File: src/rtl/usb_ep_dma_req.sv
module usb_ep_dma_req #(
  parameter int EP_W = 3,
  parameter logic [EP_W-1:0] MAIN_EP = 3'd2,
  parameter int CNT_W = 5
) (
  input  logic            clk,
  input  logic            rst_n,
  input  logic            cfg_wr,
  input  logic [7:0]      cfg_wdata,
  output logic [7:0]      cfg_q,
  input  logic            irq_ack,
  input  logic            buf_full,
  input  logic            tx_full,
  input  logic            pkt_last,
  input  logic            dack_n,
  input  logic            rd_n,
  input  logic            wr_n,
  input  logic            eot_n,
  input  logic [EP_W-1:0] cpu_ep,
  output logic            dreq,
  output logic            irq_n,
  output logic            tx_flush,
  output logic [EP_W-1:0] ep_sel
);

  logic [7:0]       cfg;
  logic             req_on, done_flag, flush_q;
  logic [CNT_W-1:0] cnt, blen;
  logic             en, dir, arl, xfer, eot_hit, ready, last_one;

  assign en  = cfg[2];
  assign dir = cfg[3];
  assign arl = cfg[4];

  always_comb begin
    case (cfg[1:0])
      2'd0:    blen = CNT_W'(1);
      2'd1:    blen = CNT_W'(4);
      2'd2:    blen = CNT_W'(8);
      default: blen = CNT_W'(16);
    endcase
  end

  assign xfer     = ~dack_n & (~rd_n | ~wr_n);
  assign eot_hit  = xfer & ~eot_n;
  assign ready    = dir ? ~tx_full : buf_full;
  assign last_one = xfer & ((cnt == CNT_W'(1)) | pkt_last | eot_hit);

  assign dreq     = req_on & en & ready & ~last_one;
  assign cfg_q    = cfg;
  assign irq_n    = ~done_flag;
  assign tx_flush = flush_q;
  assign ep_sel   = dack_n ? cpu_ep : MAIN_EP;

  always_ff @(posedge clk or negedge rst_n) begin
    if (!rst_n) cfg <= 8'h00;
    else if (cfg_wr) cfg <= cfg_wdata;
    else if (eot_hit && !arl) cfg[2] <= 1'b0;
  end

  always_ff @(posedge clk or negedge rst_n) begin
    if (!rst_n) begin
      req_on <= 1'b0;
      cnt    <= '0;
    end else if (!en || !ready || (req_on && last_one)) begin
      req_on <= 1'b0;
    end else if (!req_on && dack_n) begin
      req_on <= 1'b1;
      cnt    <= blen;
    end else if (req_on && xfer) begin
      cnt <= cnt - CNT_W'(1);
    end
  end

  always_ff @(posedge clk or negedge rst_n) begin
    if (!rst_n) begin
      done_flag <= 1'b0;
      flush_q   <= 1'b0;
    end else begin
      flush_q <= eot_hit & dir;
      if (eot_hit) done_flag <= 1'b1;
      else if (irq_ack) done_flag <= 1'b0;
    end
  end

  p_disabled_quiet_r2: assert property (@(posedge clk) disable iff (!rst_n)
    !cfg_q[2] |-> !dreq);
  p_count_range_r4: assert property (@(posedge clk) disable iff (!rst_n)
    req_on |-> (cnt != '0 && cnt <= CNT_W'(16)));
  p_read_needs_packet_r5: assert property (@(posedge clk) disable iff (!rst_n)
    (dreq && !cfg_q[3]) |-> buf_full);
  p_write_needs_room_r6: assert property (@(posedge clk) disable iff (!rst_n)
    (dreq && cfg_q[3]) |-> !tx_full);
  p_last_byte_cut_r7: assert property (@(posedge clk) disable iff (!rst_n)
    (xfer && pkt_last) |=> !dreq);
  p_eot_flags_r8: assert property (@(posedge clk) disable iff (!rst_n)
    eot_hit |=> !irq_n);
  p_flush_write_r9: assert property (@(posedge clk) disable iff (!rst_n)
    (eot_hit && cfg_q[3]) |=> tx_flush);
  p_no_flush_read_r9: assert property (@(posedge clk) disable iff (!rst_n)
    (eot_hit && !cfg_q[3]) |=> !tx_flush);
  p_irq_clear_r10: assert property (@(posedge clk) disable iff (!rst_n)
    (irq_ack && !eot_hit) |=> irq_n);
  p_main_select_r11: assert property (@(posedge clk) disable iff (!rst_n)
    !dack_n |-> ep_sel == MAIN_EP);

endmodule

File: config.mk
export PLATFORM = sky130hd
export DESIGN_NAME = usb_ep_dma_req
export DESIGN_NICKNAME = d
export VERILOG_FILES = /design/src/rtl/usb_ep_dma_req.sv
export SDC_FILE = /design/constraint.sdc
export NUM_CORES = 1
export LEC_CHECK = 0
export BUFFER_PORTS_ARGS = -buffer_cell sky130_fd_sc_hd__buf_4
export CORE_MARGIN = 4
export CORE_UTILIZATION = 46
export DETAILED_ROUTE_END_ITERATION = 12
export PLACE_DENSITY = 0.88
export RECOVER_POWER = 25
export SETUP_SLACK_MARGIN = 0.05
export SKIP_CTS_REPAIR_TIMING = 1
export SYNTH_ARGS = -nofsm -noshare
export SYNTH_HDL_FRONTEND = slang
export SYNTH_SLANG_ARGS = --single-unit
File: constraint.sdc
create_clock -name clk -period 2.39 [get_ports clk]
set_input_delay 0.239 -clock clk [delete_from_list [all_inputs] [get_ports clk]]
set_output_delay 0.239 -clock clk [all_outputs]
set_load 0.02 [all_outputs]
# ---- Word level (Yosys, flattened, before mapping)
# Cells that the tools add are included.
dict set report classes {
  n_reduce_logical 16
  bitwise 18
  muxes 11
  add_sub_neg 1
  eq_ne 3
}
# operator count
set ops {}
lappend ops {{case mux 5 bit (3 select lines)} 1}
lappend ops {{2-to-1 mux 5 bit} 2}
lappend ops {{NOT 1 bit} 8}
lappend ops {{nonzero test 2 bit} 4}
lappend ops {{AND 1 bit} 7}
lappend ops {{2-to-1 mux 1 bit} 7}
lappend ops {{equality test 5 x 1 -> 1 bit (second input constant)} 1}
lappend ops {{subtractor 5 x 1 -> 5 bit (second input constant)} 1}
lappend ops {{logical AND 1 bit} 4}
lappend ops {{zero test 1 bit} 4}
lappend ops {{2-to-1 mux 3 bit} 1}
lappend ops {{OR 1 bit} 3}
lappend ops {{equality test 2 x 1 -> 1 bit (second input constant)} 1}
lappend ops {{equality test 2 bit (second input constant)} 1}
lappend ops {{zero test 2 bit} 1}
lappend ops {{logical OR 1 bit} 2}
lappend ops {{AND reduction 2 bit} 1}
dict set report word_totals {
  regBits 16
  in_bits 22
  wordCells 55
  output_inout_bits 14
}

# ---- Logic depth before layout (Yosys ltp)
dict set report logic_depth {
  word_depth 10
  mapped_depth 6
  depth_no_buf 6
}

# ---- Worst setup path before layout
# Ideal clock, no wire load.
dict set report synth_timing {
  kind {reg-to-reg}
  startpoint {register cnt[0]}
  endpoint {register cnt[3]}
  path_stages_with_launch 6
  arrival_ps 1574
  slack_ps 690
  cell_sequence {dfrtp_1 > ha_1 > nor4b_2 > nor4_1 > a31oi_1 > o32a_1}
}
dict set report synth_between {
  elab_chain_len 8
  word_cells_on_any_way 11
  cone_classes {add/sub (1); eq/ne (1); mux (2); bitwise (4); reduce/logical (3)}
}
# element line
set synth_lines {}
lappend synth_lines {{start: declaration} 28} ;# logic [CNT_W-1:0] cnt, blen;
lappend synth_lines {{start signal: assignment} 69} ;# cnt <= blen;
lappend synth_lines {{start signal: assignment} 71} ;# cnt <= cnt - CNT_W'(1);
lappend synth_lines {{equality test 5 x 1 -> 1 bit} 47} ;# assign last_one = xfer & ((cnt == CNT_W'(1)) | pkt_last | eot_hit);
lappend synth_lines {{OR 1 bit (2 in a row)} 47}
lappend synth_lines {{AND 1 bit} 47}
lappend synth_lines {{logical AND 1 bit} 65} ;# end else if (!en || !ready || (req_on && last_one)) begin
lappend synth_lines {{logical OR 1 bit} 65}
lappend synth_lines {{NOT 1 bit (no source line)} -}
lappend synth_lines {{AND reduction 2 bit (no source line)} -}
# Several ways; a longest one is shown, not always the timed one. The select of a mux whose other input is x is not followed.
# A chain may end at the register's enable or synchronous reset.

# ---- Worst setup path after layout
dict set report layout_timing {
  startpoint {register cnt[0]}
  endpoint {register cnt[0]}
}
# The elaborated chain is that of the path after synthesis.

==> impl_results.md <==
- I/O pin total: 36
- Slowest CP cell: nor4_1
- Setup CP Type: reg2reg
- FP Rows: 15
- Final Setup Violations: 0
- Largest family of logic cells by synthesized area: simple AND/OR/NAND/NOR gates
- Post-Synth Adder-Cell Area: 0.02924
- Final setup skew: 0.0005948 ns
- Peak supply drop: 0.5142 mV
- Clock Power Share: 0.246
- Layout cell share with drive strength beyond 1: 0.4034
- Fmax: 501.5 MHz
- Port Buf Inserts: 35
- Vias in the first global route: 798
- Initial Utilization: 0.4903
- Placed insts: 139
- DRC violations left: 0
- Worst R2R Start: cnt[0]$_DFFE_PN0P_
- Mux cell area share after synthesis: 0.1038
- Layout Nets: 144
- Yosys warns: 0
- Core area: 1745 um2
- Yosys cell types: 34
- CTS tree: yes
- GPL Wtd Cong: 0.9257
- Crit end category: register
- Initial antenna violation count: 0
- Critical Path Fanout Max: 5
- DPL Wire Length: 1639 um
- DR WL/cell: 14.19 um
- P_sw: 214.9 uW
- Max Cap Viol: 0
- Simple-gate share of the synthesized area: 0.2266
- Number of flops mapped to enable cells by yosys: 0
- Most frequent cells in the layout: buf_4 (34), dfrtp_1 (16), mux2_2 (7)
- Die height: 51.14 um
- Vias: 782
- Flop pwr share: 0.486
- Leakage dissipation: 0.0005505 uW
- PwrDens: 599.3 nW/um2
- Antenna-violating nets left: 0
- RSZ-0062 raised after global routing: false
- Setup crit start: cnt[0]$_DFFE_PN0P_
- Crit start category: register
- Combinational share of power: 0.268
- Detailed router's first-iteration violation count: 5
- Max-slew headroom: 0.4424
- Max incr delay on CP: 0.56 ns
- # clock sinks: 16
- H-tree levels: 1
- Largest net degree at the start of global routing: 17
- Skew-Pair Late Insertion Delay: 0.28 ns
- GRT overflow: 0
- Via density: 5.431
- Arrival time at the worst endpoint: 2.17 ns
- Layout overhead on the synthesized area: 38.89%
- Max clock buf depth: 2
- Compound-Gate Fraction of Synth Area: 0.1506
- Synthesized area: 855.8 um2
- Pre-Repair DR Iteration Count: 4
- Total Neg Setup Slack: 0 ns
- Fin cells: 144
- Ant. Diodes: 0
- Seq/Total Area, Yosys: 0.4678
- Most common cell after layout, fill and taps aside: buf_4
- Part of the cycle the worst path needs: 0.8343
- Die width: 51.14 um
- Async SR Flop Fraction: 1.000
- Clk pin slew, worst setup/hold paths: 0.09 ns
- CP Cell Sequence: ha_1 -> nor4b_2 -> nor4_1 -> o21ai_0 -> a22o_1
- Worst-margin pin slew: 0.8364 ns
- Die area: 2615 um2
- Hold Path Class: in2reg
- Worst Path Required: 2.56 ns
- Top FF cell, synth: dfrtp_1
- First-pass GRT wire length: 3367 um
- TritonCTS buffer count: 3
- Mapped Cells: 80
- Final min period: 1.994 ns
- Gr usage total: 0.1686
- Int Pwr: 497.4 uW
- Pins Over Slew Limit: 0
- Switching share of power: 0.3018
- Xor/xnor share of the synthesized area: 0
- Avg Inst Size Synth: 10.70 um2
- Final Hold Fails: 0
- #FFs+latches synth: 16
- HP Start: irq_ack
- Post-Route WL: 2043 um
- Post-Syn Nets: 104
- Root Buffer: clkbuf_4
- Run status: finished, final reports clean
stage by stage:
step           hold slack [ns]  total power [uW]  utilization  setup slack, ns  area (um2)
4_1_cts                -0.1992             716.5       0.6774           0.4275        1182
2_1_floorplan         -0.05659             452.9            -           0.6901       855.8
3_3_place_gp            0.1056             535.5       0.6566           0.5004        1146
3_5_place_dp            0.1091             543.2       0.6566           0.4573        1146
6_report                0.1311             712.3       0.6810           0.3961        1189
5_1_grt                 0.1357             752.5       0.6810           0.1940        1189
power groups by stage:
stage / combinational (uW) / sequential [uW] / clock [uW]
after floorplan: 94.0 / 359 / 0
after global placement: 187 / 348 / 0
after detailed placement: 193 / 350 / 0
after CTS: 193 / 345 / 178
after global routing: 212 / 353 / 188
final: 191 / 346 / 175
cell families after synthesis:
logic type,count (synthesis)
mux,8
buf+inv,5
fa+ha+maj,2
simple gates,32
compound gates,17
flops,16
cell type report:
type                    instances  area (um2)
well taps                      25       31.28
multi-input cells              59       436.7
fillers                       150       556.8
clock buffers                   4       36.28
inverters                       4       15.01
flip-flops and latches         16       400.4
repair buffers                 36       269.0
critical path: cells and delay by family, from the launching register on:
| family | cells | cell delay, ns |
|---|---|---|
| simple gates | 2 | 0.74 |
| fa+ha+maj | 1 | 0.21 |
| compound gates | 2 | 0.51 |
| flops | 1 | 0.44 |
Yosys cell counts, types with 2 or more instances:
master	count	area, um2
ha_1	2	25.02
a21o_1	3	22.52
and2_1	2	12.51
nand2b_1	3	18.77
nor4_1	2	12.51
inv_1	4	15.01
nor2_1	5	18.77
dfrtp_1	16	400.4
nand4_1	2	12.51
nand2_1	6	22.52
nor3b_1	2	15.01
mux2_2	7	78.83
o21ai_0	3	15.01
nor3_1	3	15.01
flip-flops by register name (all words and copies together) (netlist names):
| name | flops |
|---|---|
| cnt | 5 |
| tx_flush | 1 |
| req_on | 1 |
| done_flag | 1 |
| cfg_q | 8 |
path summary, 6_finish.rpt:
| path | endpoint | slack [ns] | cells past startpoint |
|---|---|---|---|
| min in group asynchronous | cnt[0]$_DFFE_PN0P_ | 0.57 | 2 |
| max in group asynchronous | req_on$_DFFE_PN0P_ | 1.31 | 2 |
| worst min register to register | cfg_q[7]$_DFFE_PN0P_ | 0.52 | 1 |
| worst max register to register | cnt[0]$_DFFE_PN0P_ | 0.40 | 5 |
| worst min-delay path | done_flag$_DFFE_PN0P_ | 0.13 | 2 |
| worst max-delay path | cnt[0]$_DFFE_PN0P_ | 0.40 | 5 |
layer usage:
layer,GRT usage,vias to the layer above,wire [um]
met5,0,-,0
met4,0.07175,0,13
li1,-,378,-
met2,0.2897,28,1007
met3,0.02624,2,133
met1,0.2078,374,888
(Power assumes the default switching activity.)
